<file path="src/rtl/shift_carry_pkg.sv">
package shift_carry_pkg;
  typedef enum logic [1:0] {
    SH_LSL = 2'b00,
    SH_LSR = 2'b01,
    SH_ASR = 2'b10,
    SH_ROR = 2'b11
  } shKind_e;

  // Strobes from control to datapath
  typedef struct packed {
    logic zeroAmt;   // amount field is zero
    logic exactW;    // amount equals the word width
    logic overW;     // amount exceeds the word width
    logic rorWrap;   // rotate by a non-zero multiple of the width
    logic carryWe;   // carry flag is to be written
  } shCtl_t;
endpackage

</file>
<file path="src/rtl/shift_carry_ctrl.sv">
module shift_carry_ctrl
  import shift_carry_pkg::*;
#(
  parameter int AMT_W = 8,
  parameter int DATA_W = 32
) (
  input  logic [AMT_W-1:0] amt,
  input  shKind_e          kind,
  output shCtl_t           ctl
);
  localparam int LOG_W = $clog2(DATA_W);

  logic [LOG_W-1:0] amtLow;
  assign amtLow = amt[LOG_W-1:0];

  always_comb begin
    ctl.zeroAmt = (amt == '0);
    ctl.exactW  = (32'(amt) == 32'(DATA_W));
    ctl.overW   = (32'(amt) > 32'(DATA_W));
    ctl.rorWrap = (kind == SH_ROR) && !ctl.zeroAmt && (amtLow == '0);
    ctl.carryWe = !ctl.zeroAmt;
  end
endmodule

</file>
<file path="src/rtl/shift_carry_dp.sv">
module shift_carry_dp
  import shift_carry_pkg::*;
#(
  parameter int AMT_W = 8,
  parameter int DATA_W = 32
) (
  input  logic [DATA_W-1:0] din,
  input  logic [AMT_W-1:0]  amt,
  input  shKind_e           kind,
  input  shCtl_t            ctl,
  output logic [DATA_W-1:0] dout,
  output logic              cout
);
  localparam int LOG_W = $clog2(DATA_W);

  logic [LOG_W-1:0] n;
  logic [2*DATA_W-1:0] dbl;
  logic signBit;

  assign n = amt[LOG_W-1:0];
  assign signBit = din[DATA_W-1];
  assign dbl = {din, din};

  always_comb begin
    dout = din;
    cout = 1'b0;
    if (!ctl.zeroAmt) begin
      unique case (kind)
        SH_LSL: begin
          if (ctl.exactW) begin
            dout = '0;
            cout = din[0];
          end else if (ctl.overW) begin
            dout = '0;
            cout = 1'b0;
          end else begin
            dout = din << n;
            cout = din[DATA_W - 32'(n)];
          end
        end
        SH_LSR: begin
          if (ctl.exactW) begin
            dout = '0;
            cout = signBit;
          end else if (ctl.overW) begin
            dout = '0;
            cout = 1'b0;
          end else begin
            dout = din >> n;
            cout = din[n - 1'b1];
          end
        end
        SH_ASR: begin
          if (ctl.exactW || ctl.overW) begin
            dout = {DATA_W{signBit}};
            cout = signBit;
          end else begin
            dout = DATA_W'($signed(din) >>> n);
            cout = din[n - 1'b1];
          end
        end
        default: begin
          if (ctl.rorWrap) begin
            dout = din;
            cout = signBit;
          end else begin
            dout = dbl[n +: DATA_W];
            cout = din[n - 1'b1];
          end
        end
      endcase
    end
  end
endmodule

</file>
<file path="src/rtl/shift_carry_top.sv">
module shift_carry_top
  import shift_carry_pkg::*;
#(
  parameter int DATA_W = 32,
  parameter int AMT_W = 8,
  parameter bit OUT_REG = 1'b0
) (
  input  logic              clk,
  input  logic              rstN,
  input  logic [DATA_W-1:0] dataIn,
  input  logic [DATA_W-1:0] shAmt,
  input  logic [1:0]        shOp,
  output logic [DATA_W-1:0] result,
  output logic              carryOut,
  output logic              carryWe
);
  shCtl_t ctl;
  shKind_e kind;
  logic [AMT_W-1:0] amt;
  logic [DATA_W-1:0] resComb;
  logic carryComb;

  assign kind = shKind_e'(shOp);
  assign amt = shAmt[AMT_W-1:0];

  shift_carry_ctrl #(.AMT_W(AMT_W), .DATA_W(DATA_W)) uCtrl (
    .amt(amt), .kind(kind), .ctl(ctl)
  );

  shift_carry_dp #(.AMT_W(AMT_W), .DATA_W(DATA_W)) uDp (
    .din(dataIn), .amt(amt), .kind(kind), .ctl(ctl),
    .dout(resComb), .cout(carryComb)
  );

  generate
    if (OUT_REG) begin : gOutReg
      always_ff @(posedge clk or negedge rstN) begin
        if (!rstN) begin
          result   <= '0;
          carryOut <= 1'b0;
          carryWe  <= 1'b0;
        end else begin
          result   <= resComb;
          carryOut <= carryComb;
          carryWe  <= ctl.carryWe;
        end
      end
    end else begin : gComb
      assign result   = resComb;
      assign carryOut = carryComb;
      assign carryWe  = ctl.carryWe;
    end
  endgenerate
endmodule

</file>
<file path="config.mk">
export PLATFORM = sky130hd
export DESIGN_NAME = shift_carry_top
export DESIGN_NICKNAME = d
export VERILOG_FILES = /design/src/rtl/shift_carry_pkg.sv /design/src/rtl/shift_carry_ctrl.sv /design/src/rtl/shift_carry_dp.sv /design/src/rtl/shift_carry_top.sv
export SDC_FILE = /design/constraint.sdc
export NUM_CORES = 1
export LEC_CHECK = 0
export BUFFER_PORTS_ARGS = -buffer_cell sky130_fd_sc_hd__buf_2
export CAP_MARGIN = 20
export CORE_AREA = 2 2 149 151
export DETAILED_ROUTE_END_ITERATION = 10
export DIE_AREA = 0 0 151 153
export GPL_TIMING_DRIVEN = 0
export PLACE_DENSITY = 0.48
export SLEW_MARGIN = 20
export SYNTH_ARGS = -nofsm -noshare
export SYNTH_HDL_FRONTEND = slang
export SYNTH_SLANG_ARGS = --single-unit
</file>
<file path="constraint.sdc">
create_clock -name vclk -period 8.55
set_clock_uncertainty 0.05 [all_clocks]
set_input_delay 2.565 -clock vclk [all_inputs]
set_output_delay 2.565 -clock vclk [all_outputs]
set_load 0.05 [all_outputs]
</file>
Yosys cells after proc, flatten, opt, wreduce, memory -nomap -nowiden:

Cells that the tools add are included.

* register bits: 0
* input port bits: 68
* word-level logic and storage cells: 40

* shift operators: 4
* reduce and logical (&&, ||, !) cells: 7
* muxes and demuxes: 20
* equal/unequal tests: 4
* magnitude comparators: 3
* add/subtract/negate cells: 2

Operator list (number)
* $mux W32: 7
* $pmux W32 S3: 1
* $shiftx A64 B6 Y32: 1
* $lt A32 B6 Y1 const B: 1
* $shl A32 B5 Y32: 1
* $shr A32 B5 Y32: 1
* $sshr A32 B5 Y32: 1
* $bmux W1 S5: 2
* $mux W1: 9
* $eq A8 B6 Y1 const B: 1
* $gt A8 B6 Y1 const B: 1
* $logic_not A8 Y1: 1
* $sub A6 B5 Y7 const A: 1
* $lt A5 B6 Y1 const B: 1
* $logic_not A5 Y1: 1
* $sub A5 B1 Y5 const B: 1
* $eq A2 B2 Y1 const B: 2
* $pmux W1 S3: 1
* $eq A2 B1 Y1 const B: 1
* $logic_and A1 B1 Y1: 2
* $logic_not A2 Y1: 1
* $logic_not A1 Y1: 1
* $logic_or A1 B1 Y1: 1

Depth between registers and ports, before layout:

* word-level depth: 7
* depth in mapped cells: 14
* depth with buffers taken out: 10

Hierarchy:

A second synthesis with hierarchy kept.

* cell total of the unflattened synthesis: 793
* area total of the unflattened synthesis: 6627.6 um2

By module, submodules not included
* shift_carry_dp: area an instance 6545.0 um2, instances 1, cells each 783
* shift_carry_ctrl: area an instance 82.6 um2, instances 1, cells each 10

Worst setup path before layout:

No wires, ideal clock.

* path kind: input port to output port
* start point: input shAmt[1]
* end point: output result[30]
* path slack: 0.079 ns
* arrival time: 5.856 ns
* path buffers: 5
* stages on the path: 12
* required time: 5.935 ns
* cell sequence: buf_2 buf_4 buf_2 inv_1 ha_1 nor3b_2 ha_1 clkbuf_4 a21oi_1 clkbuf_1 nor2_1 a211oi_1

* cells in the longest elaborated chain, start to end: 7
* elaborated cells on any way between the ends: 20

RTL lines
* from (decl): RTL line shift_carry_top.sv:11 `input logic [DATA_W-1:0] shAmt,`
* branches (longest 6 deep; another with $gt A8 B6 Y1)
* $mux W32 (*): RTL line shift_carry_dp.sv:27 `if (!ctl.zeroAmt) begin`
* to (decl): RTL line shift_carry_top.sv:13 `output logic [DATA_W-1:0] result,`

Every way passes the cells marked *.

Worst setup path in the final report:

* start point: input shAmt[4]
* end point: output result[26]

The elaborated chain is that of the path after synthesis.

==> summary.txt <==
Run status
  – Status: finished with violations
  – Failing checks: setup timing

Hold path
  – Hold_sp: dataIn[3]
  – HP Class: primary input to output port

Setup path
  – WP buf/inv: 7
  – Worst path max stage delay: 440 ps
  – CP endpoint kind: output port
  – Crit path max-delay family: buffers and inverters
  – Critical path arrival: 5980 ps
  – Slowest cell on crit path: clkbuf_2
  – Critical path type: primary input to output port
  – Cell mode on critical path: buf_2
  – Critical Path RT: ~5900 ps
  – Max Fanout on Critical Path: 10
  – CP Launch Type: primary input
  – Worst Setup SP: shAmt[4]
  – CP cell instances: buf_4 > inv_1 > buf_2 > buf_2 > clkbuf_2 > ha_1 > nand2_1 > nand2_2 > clkbuf_2 > a22oi_1 > o21ai_1 > buf_2

Logic synthesis
  – Yosys warns: 0
  – Netlist cell types: 72
  – Mapped cell area: ~0.0063 mm²
  – Mapped Nets: 967
  – Post-synth top area share: about an eighth
  – Largest area contributor in the netlist: mux4_2
  – Post-synthesis sequential area ratio: 0%
  – Syn avg cell area: between 7 and 8 µm²
  – Syn Inst Count: approximately 900
  – Top post-synthesis cells by area: mux4_2 13%, mux2i_1 12%, nand2_1 9.0%, nor2_1 6.5%, mux4_1 6.2%

Power and ir drop
  – Clock Power Share: 0%
  – Combinational share of power: 100.0%
  – Sw Pwr: approximately 0.00043 W
  – Sw frac: around 70%
  – Pwr dens: 86.4 mW/mm²
  – Tot Pwr: 0.000609 W
  – Cell Int Power: 0.000184 W
  – P_leak: around 2.8 nW
  – VDD IR max: around 0.036 mV
  – Flop pwr share: 0%

STA
  – Setup Viol. Count Final: 6
  – Period utilisation layout: 101%
  – Pins Over Slew Limit: 0
  – Total negative slack: -184 ps
  – Crit path time final: about 8600 ps
  – RSZ-0062 raised after global routing: false
  – Worst Tran Pin Value: between 900 and 1000 ps
  – Max-slew headroom at the worst pin: a little under a third
  – Final worst slack: -43.2 ps
  – Final hold violation count: 0
  – Max Clock Freq: 116 MHz

Cells and area
  – Post-Layout Inst Area: between 0.007 and 0.008 mm²
  – Share of layout cells above drive strength 1: 22.1%
  – Most frequent cells in the layout: 151 x nand2_1, 107 x nor2_1, 77 x mux2i_1, 77 x buf_2, 58 x a21oi_1
  – Commonest non-fill, non-tap cell in the layout: nand2_1
  – Seq cells: 0
  – Nets: 1028
  – Antenna cell count: 0
  – FF/Latch Area: 0 µm²
  – Area Overhead vs Synth: 11.7%
  – Final-layout clock buffer total: 0
  – Post-Layout Cell Count: between 1000 and 1500

Drt
  – DR vias/cell: between 7 and 8
  – TritonRoute pass-1 iters: 6
  – Remaining routing DRC violations: 0
  – Vias: around 8700
  – DRT Wirelength: 45.3 mm
  – Routed Antenna Nets: 0
  – Routed length per instance: about 37 µm
  – Initial DRC count: 1304

Place
  – Final GP Congestion: roughly 1.1
  – Port Buffers: between 50 and 60
  – Placement Setup Slack: -746 ps
  – # placed instances: approximately 1200
  – Post-DP HPWL: approximately 35 mm
  – Placed inst area: around 0.007 mm²

Die
  – Die Ht: 153 µm
  – Overall die width: ~150 µm
  – Placeable Area: ~0.021 mm²
  – DIE AREA: around 0.023 mm²
  – Num rows: 54
  – I/O pin count: ~100
  – Initial core utilization: between 20% and 30%

Global routing
  – Largest net degree at the start of global routing: 11
  – First-pass GRT wire length: about 63 mm
  – Total congestion overflow: 0
  – Antenna violations before repair: 1
  – GRT Total Usage: a little under two fifths
  – Vias in the first global route: roughly 8100

Run
  – Max cap viols: 0

CTS
  – Hold_buf cts: 0
## cells in the mapped netlist (all sizes together), types with 2 or more instances
cell type	instances
a211o	2
a2111oi	4
a32oi	6
o211ai	12
a22oi	10
nor3	24
o21bai	2
a221oi	4
and3	4
o22a	2
nand3	17
o32ai	2
and2	12
nor2	111
o221a	5
a211oi	12
mux2i	77
buf	54
nand2b	5
o22ai	17
a21oi	59
a31oi	20
o31ai	7
a21o	6
ha	2
nand4	10
nor2b	4
o221ai	11
mux4	52
mux2	34
clkbuf	55
nor4	3
a221o	5
or3	2
o21ai	56
inv	7
nand2	152
o21a	5
a22o	5
o2bb2ai	2
xnor2	5
## timing repair
item	CTS	global route
setup buffers	1	1
resized for setup	17	9
setup endpoints to repair	33	17
## final timing paths
| path | cells after the start | endpoint | slack, ps |
|---|---|---|---|
| max | 12 | result[26] | -40 |
| min | 4 | result[3] | 5710 |
## cell type report
| type | instances | area, µm² |
|---|---|---|
| fillers | 2427 | 14400 |
| multi-input cells | 780 | 5770 |
| plain buffers | 109 | 586 |
| well taps | 280 | 350 |
| repair buffers | 60 | 325 |
| inverters | 7 | 26.3 |
## per-layer routing
layer	wire (µm)	track usage [%]
met5	13	0
met4	3530	21.9
met3	5150	8.21
met2	18800	56.6
met1	17800	51.2
## kinds of logic after synthesis
kind of cell               share of synthesized area [%]
and+or+nand+nor                                     24.1
AOI/OAI and AO/OA                                   27.5
muxes                                               37.8
buffers and inverters                               9.35
xor gates and xnor gates                           0.832
adders and majority gates                          0.396
## stage by stage
| step | hold slack, ps | utilization (%) |
|---|---|---|
| after detailed placement | 5700 | 32.4 |
| after global placement | 5730 | 32.4 |
| after global routing | 5760 | 32.8 |
| after floorplan | 5370 | - |
| final | 5710 | 32.8 |
| after CTS | 5710 | 32.7 |
## power groups by stage
| stage | clock (W) | sequential [W] | combinational [W] |
|---|---|---|---|
| 2_1_floorplan | 0 | 0 | 0.000377 |
| 3_3_place_gp | 0 | 0 | 0.000585 |
| 3_5_place_dp | 0 | 0 | 0.000576 |
| 4_1_cts | 0 | 0 | 0.000580 |
| 5_1_grt | 0 | 0 | 0.000624 |
| 6_report | 0 | 0 | 0.000609 |
(Power assumes the default switching activity.)
